[src/rtl/i2c_dual_addr_target.sv]
module i2c_dual_addr_target #(
  parameter int SDA_HOLD = 4
) (
  input  logic       clk,
  input  logic       rst_n,
  input  logic       scl_i,
  input  logic       sda_i,
  output logic       sda_pull_o,
  input  logic [9:0] own_addr_i,
  input  logic       ten_bit_i,
  input  logic [7:0] tx_byte_i,
  output logic       tx_next_o,
  output logic [7:0] rx_byte_o,
  output logic       rx_valid_o
);

  localparam int HW = $clog2(SDA_HOLD + 1);

  typedef enum logic [2:0] {S_IDLE, S_RX, S_ACK, S_TX, S_TACK, S_IGN} st_t;
  typedef enum logic [1:0] {K_ADDR1, K_ADDR2, K_DATA} kind_t;

  logic [1:0] scl_sy, sda_sy;
  logic [2:0] scl_h, sda_h;
  logic       scl_f, sda_f, scl_q, sda_q;

  always_ff @(posedge clk or negedge rst_n) begin
    if (!rst_n) begin
      scl_sy <= '1; sda_sy <= '1;
      scl_h  <= '1; sda_h  <= '1;
      scl_f  <= 1'b1; sda_f <= 1'b1;
      scl_q  <= 1'b1; sda_q <= 1'b1;
    end else begin
      scl_sy <= {scl_sy[0], scl_i};
      sda_sy <= {sda_sy[0], sda_i};
      scl_h  <= {scl_h[1:0], scl_sy[1]};
      sda_h  <= {sda_h[1:0], sda_sy[1]};
      scl_f  <= (scl_h[0] & scl_h[1]) | (scl_h[0] & scl_h[2]) | (scl_h[1] & scl_h[2]);
      sda_f  <= (sda_h[0] & sda_h[1]) | (sda_h[0] & sda_h[2]) | (sda_h[1] & sda_h[2]);
      scl_q  <= scl_f;
      sda_q  <= sda_f;
    end
  end

  wire scl_rise = scl_f & ~scl_q;
  wire scl_fall = ~scl_f & scl_q;
  wire start_ev = scl_f & scl_q & sda_q & ~sda_f;
  wire stop_ev  = scl_f & scl_q & ~sda_q & sda_f;

  st_t         st;
  kind_t       kind;
  logic [3:0]  cnt;
  logic [7:0]  sr, txsr;
  logic        go_tx, hi_ok, nack, pend, pull;
  logic [HW-1:0] hold;

  wire rsvd7   = (own_addr_i[6:3] == 4'b0000) || (own_addr_i[6:3] == 4'b1111);
  wire hit7    = !ten_bit_i && !rsvd7 && (sr[7:1] == own_addr_i[6:0]);
  wire hit_pfx = ten_bit_i && (sr[7:3] == 5'b11110) && (sr[2:1] == own_addr_i[9:8]);
  wire hit_lo  = (sr == own_addr_i[7:0]);

  assign sda_pull_o = pull;

  always_ff @(posedge clk or negedge rst_n) begin
    if (!rst_n) begin
      st <= S_IDLE; kind <= K_ADDR1; cnt <= '0; sr <= '0; txsr <= '0;
      go_tx <= 1'b0; hi_ok <= 1'b0; nack <= 1'b0; pend <= 1'b0; pull <= 1'b0;
      hold <= '0; rx_byte_o <= '0; rx_valid_o <= 1'b0; tx_next_o <= 1'b0;
    end else begin
      rx_valid_o <= 1'b0;
      tx_next_o  <= 1'b0;
      if (hold != '0) begin
        hold <= hold - 1'b1;
        if (hold == HW'(1)) pull <= pend;
      end
      if (start_ev) begin
        st <= S_RX; kind <= K_ADDR1; cnt <= '0; pull <= 1'b0; hold <= '0;
      end else if (stop_ev) begin
        st <= S_IDLE; hi_ok <= 1'b0; pull <= 1'b0; hold <= '0;
      end else begin
        case (st)
          S_RX: begin
            if (scl_rise) begin
              sr  <= {sr[6:0], sda_f};
              cnt <= cnt + 1'b1;
            end else if (scl_fall && cnt == 4'd8) begin
              hold <= HW'(SDA_HOLD);
              cnt  <= '0;
              case (kind)
                K_ADDR1: begin
                  if (hit7) begin
                    st <= S_ACK; pend <= 1'b1; go_tx <= sr[0]; kind <= K_DATA;
                  end else if (hit_pfx && !sr[0]) begin
                    st <= S_ACK; pend <= 1'b1; go_tx <= 1'b0; kind <= K_ADDR2; hi_ok <= 1'b0;
                  end else if (hit_pfx && sr[0] && hi_ok) begin
                    st <= S_ACK; pend <= 1'b1; go_tx <= 1'b1;
                  end else begin
                    st <= S_IGN; pend <= 1'b0; hi_ok <= 1'b0;
                  end
                end
                K_ADDR2: begin
                  if (hit_lo) begin
                    st <= S_ACK; pend <= 1'b1; go_tx <= 1'b0; kind <= K_DATA; hi_ok <= 1'b1;
                  end else begin
                    st <= S_IGN; pend <= 1'b0;
                  end
                end
                default: begin
                  rx_byte_o  <= sr;
                  rx_valid_o <= 1'b1;
                  st <= S_ACK; pend <= 1'b1; go_tx <= 1'b0;
                end
              endcase
            end
          end
          S_ACK: begin
            if (scl_fall) begin
              hold <= HW'(SDA_HOLD);
              cnt  <= '0;
              if (go_tx) begin
                st <= S_TX; txsr <= tx_byte_i; tx_next_o <= 1'b1; pend <= ~tx_byte_i[7];
              end else begin
                st <= S_RX; pend <= 1'b0;
              end
            end
          end
          S_TX: begin
            if (scl_rise) cnt <= cnt + 1'b1;
            else if (scl_fall) begin
              hold <= HW'(SDA_HOLD);
              if (cnt == 4'd8) begin
                st <= S_TACK; pend <= 1'b0; cnt <= '0;
              end else begin
                txsr <= {txsr[6:0], 1'b0};
                pend <= ~txsr[6];
              end
            end
          end
          S_TACK: begin
            if (scl_rise) nack <= sda_f;
            else if (scl_fall) begin
              hold <= HW'(SDA_HOLD);
              cnt  <= '0;
              if (nack) begin
                st <= S_IGN; pend <= 1'b0;
              end else begin
                st <= S_TX; txsr <= tx_byte_i; tx_next_o <= 1'b1; pend <= ~tx_byte_i[7];
              end
            end
          end
          default: ;
        endcase
      end
    end
  end

endmodule

[config.mk]
export PLATFORM = sky130hd
export DESIGN_NAME = i2c_dual_addr_target
export DESIGN_NICKNAME = d
export VERILOG_FILES = /design/src/rtl/i2c_dual_addr_target.sv
export SDC_FILE = /design/constraint.sdc
export NUM_CORES = 1
export LEC_CHECK = 0
export BUFFER_PORTS_ARGS = -buffer_cell sky130_fd_sc_hd__buf_2
export CAP_MARGIN = 10
export CORE_MARGIN = 1
export CORE_UTILIZATION = 29
export DETAILED_ROUTE_END_ITERATION = 8
export PLACE_DENSITY = 0.49
export RECOVER_POWER = 50
export SLEW_MARGIN = 20
export SYNTH_ARGS = -nofsm -noshare
export SYNTH_HDL_FRONTEND = slang
export SYNTH_SLANG_ARGS = --single-unit
[constraint.sdc]
create_clock -name clk -period 2.94 [get_ports clk]
set_input_delay 0.588 -clock clk [delete_from_list [all_inputs] [get_ports clk]]
set_output_delay 0.588 -clock clk [all_outputs]
set_load 0.01 [all_outputs]
==> run summary <==
* total setup violations reported at the end of the flow: 0
* CP max stage delay: 0.65 ns
* # resized after CTS: 0
* count of unique library cells instantiated by Yosys: 58
* initial core utilization: 30.4%
* count of non-filler cells in the finished layout: 440
* Final Cycle Share: 77.3%
* final antenna-violating net count: 0
* routed wire length: 6160 um
* cell area after synthesis: 3030 um^2
* total count of max-transition violations in the final report: 0
* crit-path cells: or3b_1 > or3_1 > nor2_2 > nand2_2 > mux2_2
* iteration-0 DRC count of the detailed router: 126
* MaxCap Viol Count: 0
* async set or reset register ratio after synthesis: 100%
* slew at the pin with the worst max-slew slack: 1.35 ns
* wire length the detailed router placed on met1: 3020 um
* RR Startpoint: st[0]$_DFFE_PN0P_
* top-level I/O count: 34
* highest metal used: met4
* sequential area share after synthesis: 46.8%
* Placer Congestion: 0.800
* source-to-sink clock delay at the later pin of the worst-skew pair: 0.32 ns
* H-tree depth: 2
* Seq cells post-synth: 56
* setup repair after global routing missed its margin: no
* warning count from the yosys run: 0
* Rows: 36
* Layout Area Growth over Synthesis: 13.1%
* worst setup path startpoint: st[0]$_DFFE_PN0P_
* data required time at the worst endpoint: 3.15 ns
* number of antenna violations at the first check in global routing: 0
* power consumption: 0.00246 W
* Period minus WS final: 2.27 ns
* diode count: 0
* Leak Pwr: 1.52 nW
* average cell area after synthesis: 11.1 um^2
* final total negative setup slack: 0 ns
* total via count in the routed design: 2141
* detailed-placement wirelength estimate: 4530 um
* Critical Path Start Type: flop
* DRC errors left: 0
* die width: 104 um
* global route total overflow: 0
* maximum root-to-sink buffer count: 2
* worst-path cell with the longest stage delay: sky130_fd_sc_hd__dfrtp_1
* Total GRT Usage: 12.2%
* Fin Hold WS: 0.349 ns
* count of buffers added by post-CTS timing repair for setup: 0
* cell count after synthesis: 274
* total CTS buffers: 5
* Hold Violations, Final: 0
* number of global-route vias before repair: 2225
* first-pass GRT wire length: 10800 um
* largest net degree at the start of global routing: 57
* kind of capture point of the worst setup path: flop
* startpoint of the most critical hold path: scl_i
* Worst slew margin: 10.0%
* Post-Syn Nets: 306
* cell at the root of the clock tree: sky130_fd_sc_hd__clkbuf_8
* EDFF count, synth: 0
* routed wire length on met3: 174 um
* worst clock skew on the final layout: 0.00782 ns
* overall die height: 104 um
* data arrival time at the worst-slack endpoint: 2.48 ns
* type of the tightest min-delay check: in -> reg
* Layout fillers: 988
* routed length on met2: 2900 um
* kind of critical path: reg -> reg
* run status: finished, final reports clean
* fraction of layout instances using a drive strength above 1: 28.3%
* count of clock tree sinks: 56
* cell area power density: 718 nW/um^2
* PortBufs: 33
* CTS Hold Bufs: 0
* clock slew at the register clock pins of the worst setup and hold paths: 0.11 ns
* routed wirelength normalized by instance count: 14.0 um
* DIE AREA: 10900 um^2
* number of cells after detailed placement: 432
* router iterations before antenna repair: 5
* clock tree from TritonCTS: built
* biggest fanout along the worst timing path: 16
* VDD IR max: 0.000349 V
* Final nets: 338
* Primary FF master, synth: sky130_fd_sc_hd__dfrtp_1
* upper clock frequency limit: 0.440 GHz
* Core Region: 9950 um^2
* average via count per standard cell: 4.87
-- synthesized netlist by cell type, types with 4 or more instances --
cell | number | share of area [%]
sky130_fd_sc_hd__o21ai_0 | 7 | 1.2
sky130_fd_sc_hd__nand2b_1 | 5 | 1.0
sky130_fd_sc_hd__clkbuf_1 | 7 | 0.87
sky130_fd_sc_hd__nand3b_1 | 4 | 0.99
sky130_fd_sc_hd__or3_1 | 4 | 0.83
sky130_fd_sc_hd__nand2_1 | 14 | 1.7
sky130_fd_sc_hd__inv_1 | 12 | 1.5
sky130_fd_sc_hd__dfrtp_1 | 42 | 35
sky130_fd_sc_hd__mux2i_1 | 4 | 1.3
sky130_fd_sc_hd__mux2_2 | 28 | 10
sky130_fd_sc_hd__nor2_1 | 16 | 2.0
sky130_fd_sc_hd__nand4_1 | 5 | 1.0
sky130_fd_sc_hd__nor2b_1 | 7 | 1.4
sky130_fd_sc_hd__nand3_1 | 8 | 1.3
sky130_fd_sc_hd__a21oi_1 | 7 | 1.2
sky130_fd_sc_hd__and3b_1 | 4 | 1.2
sky130_fd_sc_hd__dfstp_2 | 14 | 12
sky130_fd_sc_hd__xnor2_1 | 18 | 5.2
sky130_fd_sc_hd__ha_1 | 9 | 3.7
-- through the flow --
stage / utilization [%] / setup slack (ns) / cell area [um^2]
3_3_place_gp: 33.5 / 0.680 / 3330
5_1_grt: 34.4 / 0.438 / 3430
4_1_cts: 34.5 / 0.654 / 3430
2_1_floorplan: - / 0.880 / 3030
6_report: 34.4 / 0.669 / 3430
3_5_place_dp: 33.5 / 0.635 / 3330
-- cells by family after synthesis --
kind of cell,after synthesis,share of synthesized area [%]
fa+ha+maj,11,4.38
simple gates,86,16.3
mux,32,11.7
xor+xnor,19,5.49
buf+inv,21,2.68
compound gates,49,12.6
flops,56,46.8
-- per-layer routing --
layer | vias to the layer above | track usage, %
li1 | 1050 | -
met5 | - | 0
met4 | 0 | 3.98
met2 | 41 | 19.6
met1 | 1046 | 16.8
met3 | 4 | 2.07
-- registers in the layout (all words and copies together) (netlist names) --
name        flops
nack            1
sda_f           1
kind            2
go_tx           1
pend            1
scl_q           1
sda_h           3
hold            3
st              3
txsr            7
scl_h           3
scl_f           1
scl_sy          2
rx_byte_o       8
sda_sy          2
rx_valid_o      1
sda_pull_o      1
cnt             4
sda_q           1
tx_next_o       1
sr              8
hi_ok           1
-- worst max-delay path, delay by kind of cell (launching register included) --
family,cells,cell delay (ns)
multiplexers,1,0.32
flip-flops,1,0.65
AND/OR/NAND/NOR,4,1.19
-- worst paths after layout --
kind / to / depth (start not counted) / slack (ns)
max: rx_byte_o[0]$_DFFE_PN0P_ / 5 / 0.67
min: scl_sy[0]$_DFF_PN1_ / 1 / 0.35
max reg2reg: rx_byte_o[0]$_DFFE_PN0P_ / 5 / 0.67
min reg2reg: sda_sy[1]$_DFF_PN1_ / 0 / 0.36
max in group asynchronous: cnt[2]$_DFFE_PN0P_ / 2 / 1.48
min in group asynchronous: txsr[0]$_DFFE_PN0P_ / 2 / 0.65
-- power by group --
| part | leakage [nW] | internal (W) | total, W | switching, W |
|---|---|---|---|---|
| registers | 0.693 | 0.000934 | 0.00112 | 0.000183 |
| logic | 0.774 | 0.000436 | 0.000889 | 0.000453 |
| clock network | 0.0511 | 0.000180 | 0.000455 | 0.000275 |
| total | 1.52 | 0.00155 | 0.00246 | 0.000911 |
-- layout make-up --
class / instances / area [um^2] / share of cell area, %
inverter: 12 / 45.0 / 1.31
clock inverter: 3 / 28.8 / 0.840
clock buffer: 5 / 68.8 / 2.01
timing repair buffer: 34 / 170 / 4.97
tap: 133 / 166 / 4.86
multi-input combinational: 197 / 1530 / 44.6
sequential: 56 / 1420 / 41.4
-- placed cells by master (no fill, tap or decap), types with 4 or more instances in the layout --
cell / count
sky130_fd_sc_hd__a21oi_1: 7
sky130_fd_sc_hd__and3b_1: 4
sky130_fd_sc_hd__buf_2: 33
sky130_fd_sc_hd__clkbuf_8: 5
sky130_fd_sc_hd__dfrtp_1: 42
sky130_fd_sc_hd__dfstp_1: 6
sky130_fd_sc_hd__dfstp_2: 8
sky130_fd_sc_hd__ha_1: 9
sky130_fd_sc_hd__inv_1: 12
sky130_fd_sc_hd__mux2_2: 28
sky130_fd_sc_hd__mux2i_1: 4
sky130_fd_sc_hd__nand2_1: 14
sky130_fd_sc_hd__nand2b_1: 5
sky130_fd_sc_hd__nand3_1: 8
sky130_fd_sc_hd__nand3b_1: 4
sky130_fd_sc_hd__nand4_1: 5
sky130_fd_sc_hd__nor2_1: 16
sky130_fd_sc_hd__nor2b_1: 7
sky130_fd_sc_hd__o21ai_0: 7
sky130_fd_sc_hd__or3_1: 4
sky130_fd_sc_hd__xnor2_1: 18
Note: power is estimated with default switching activity, not from simulation.
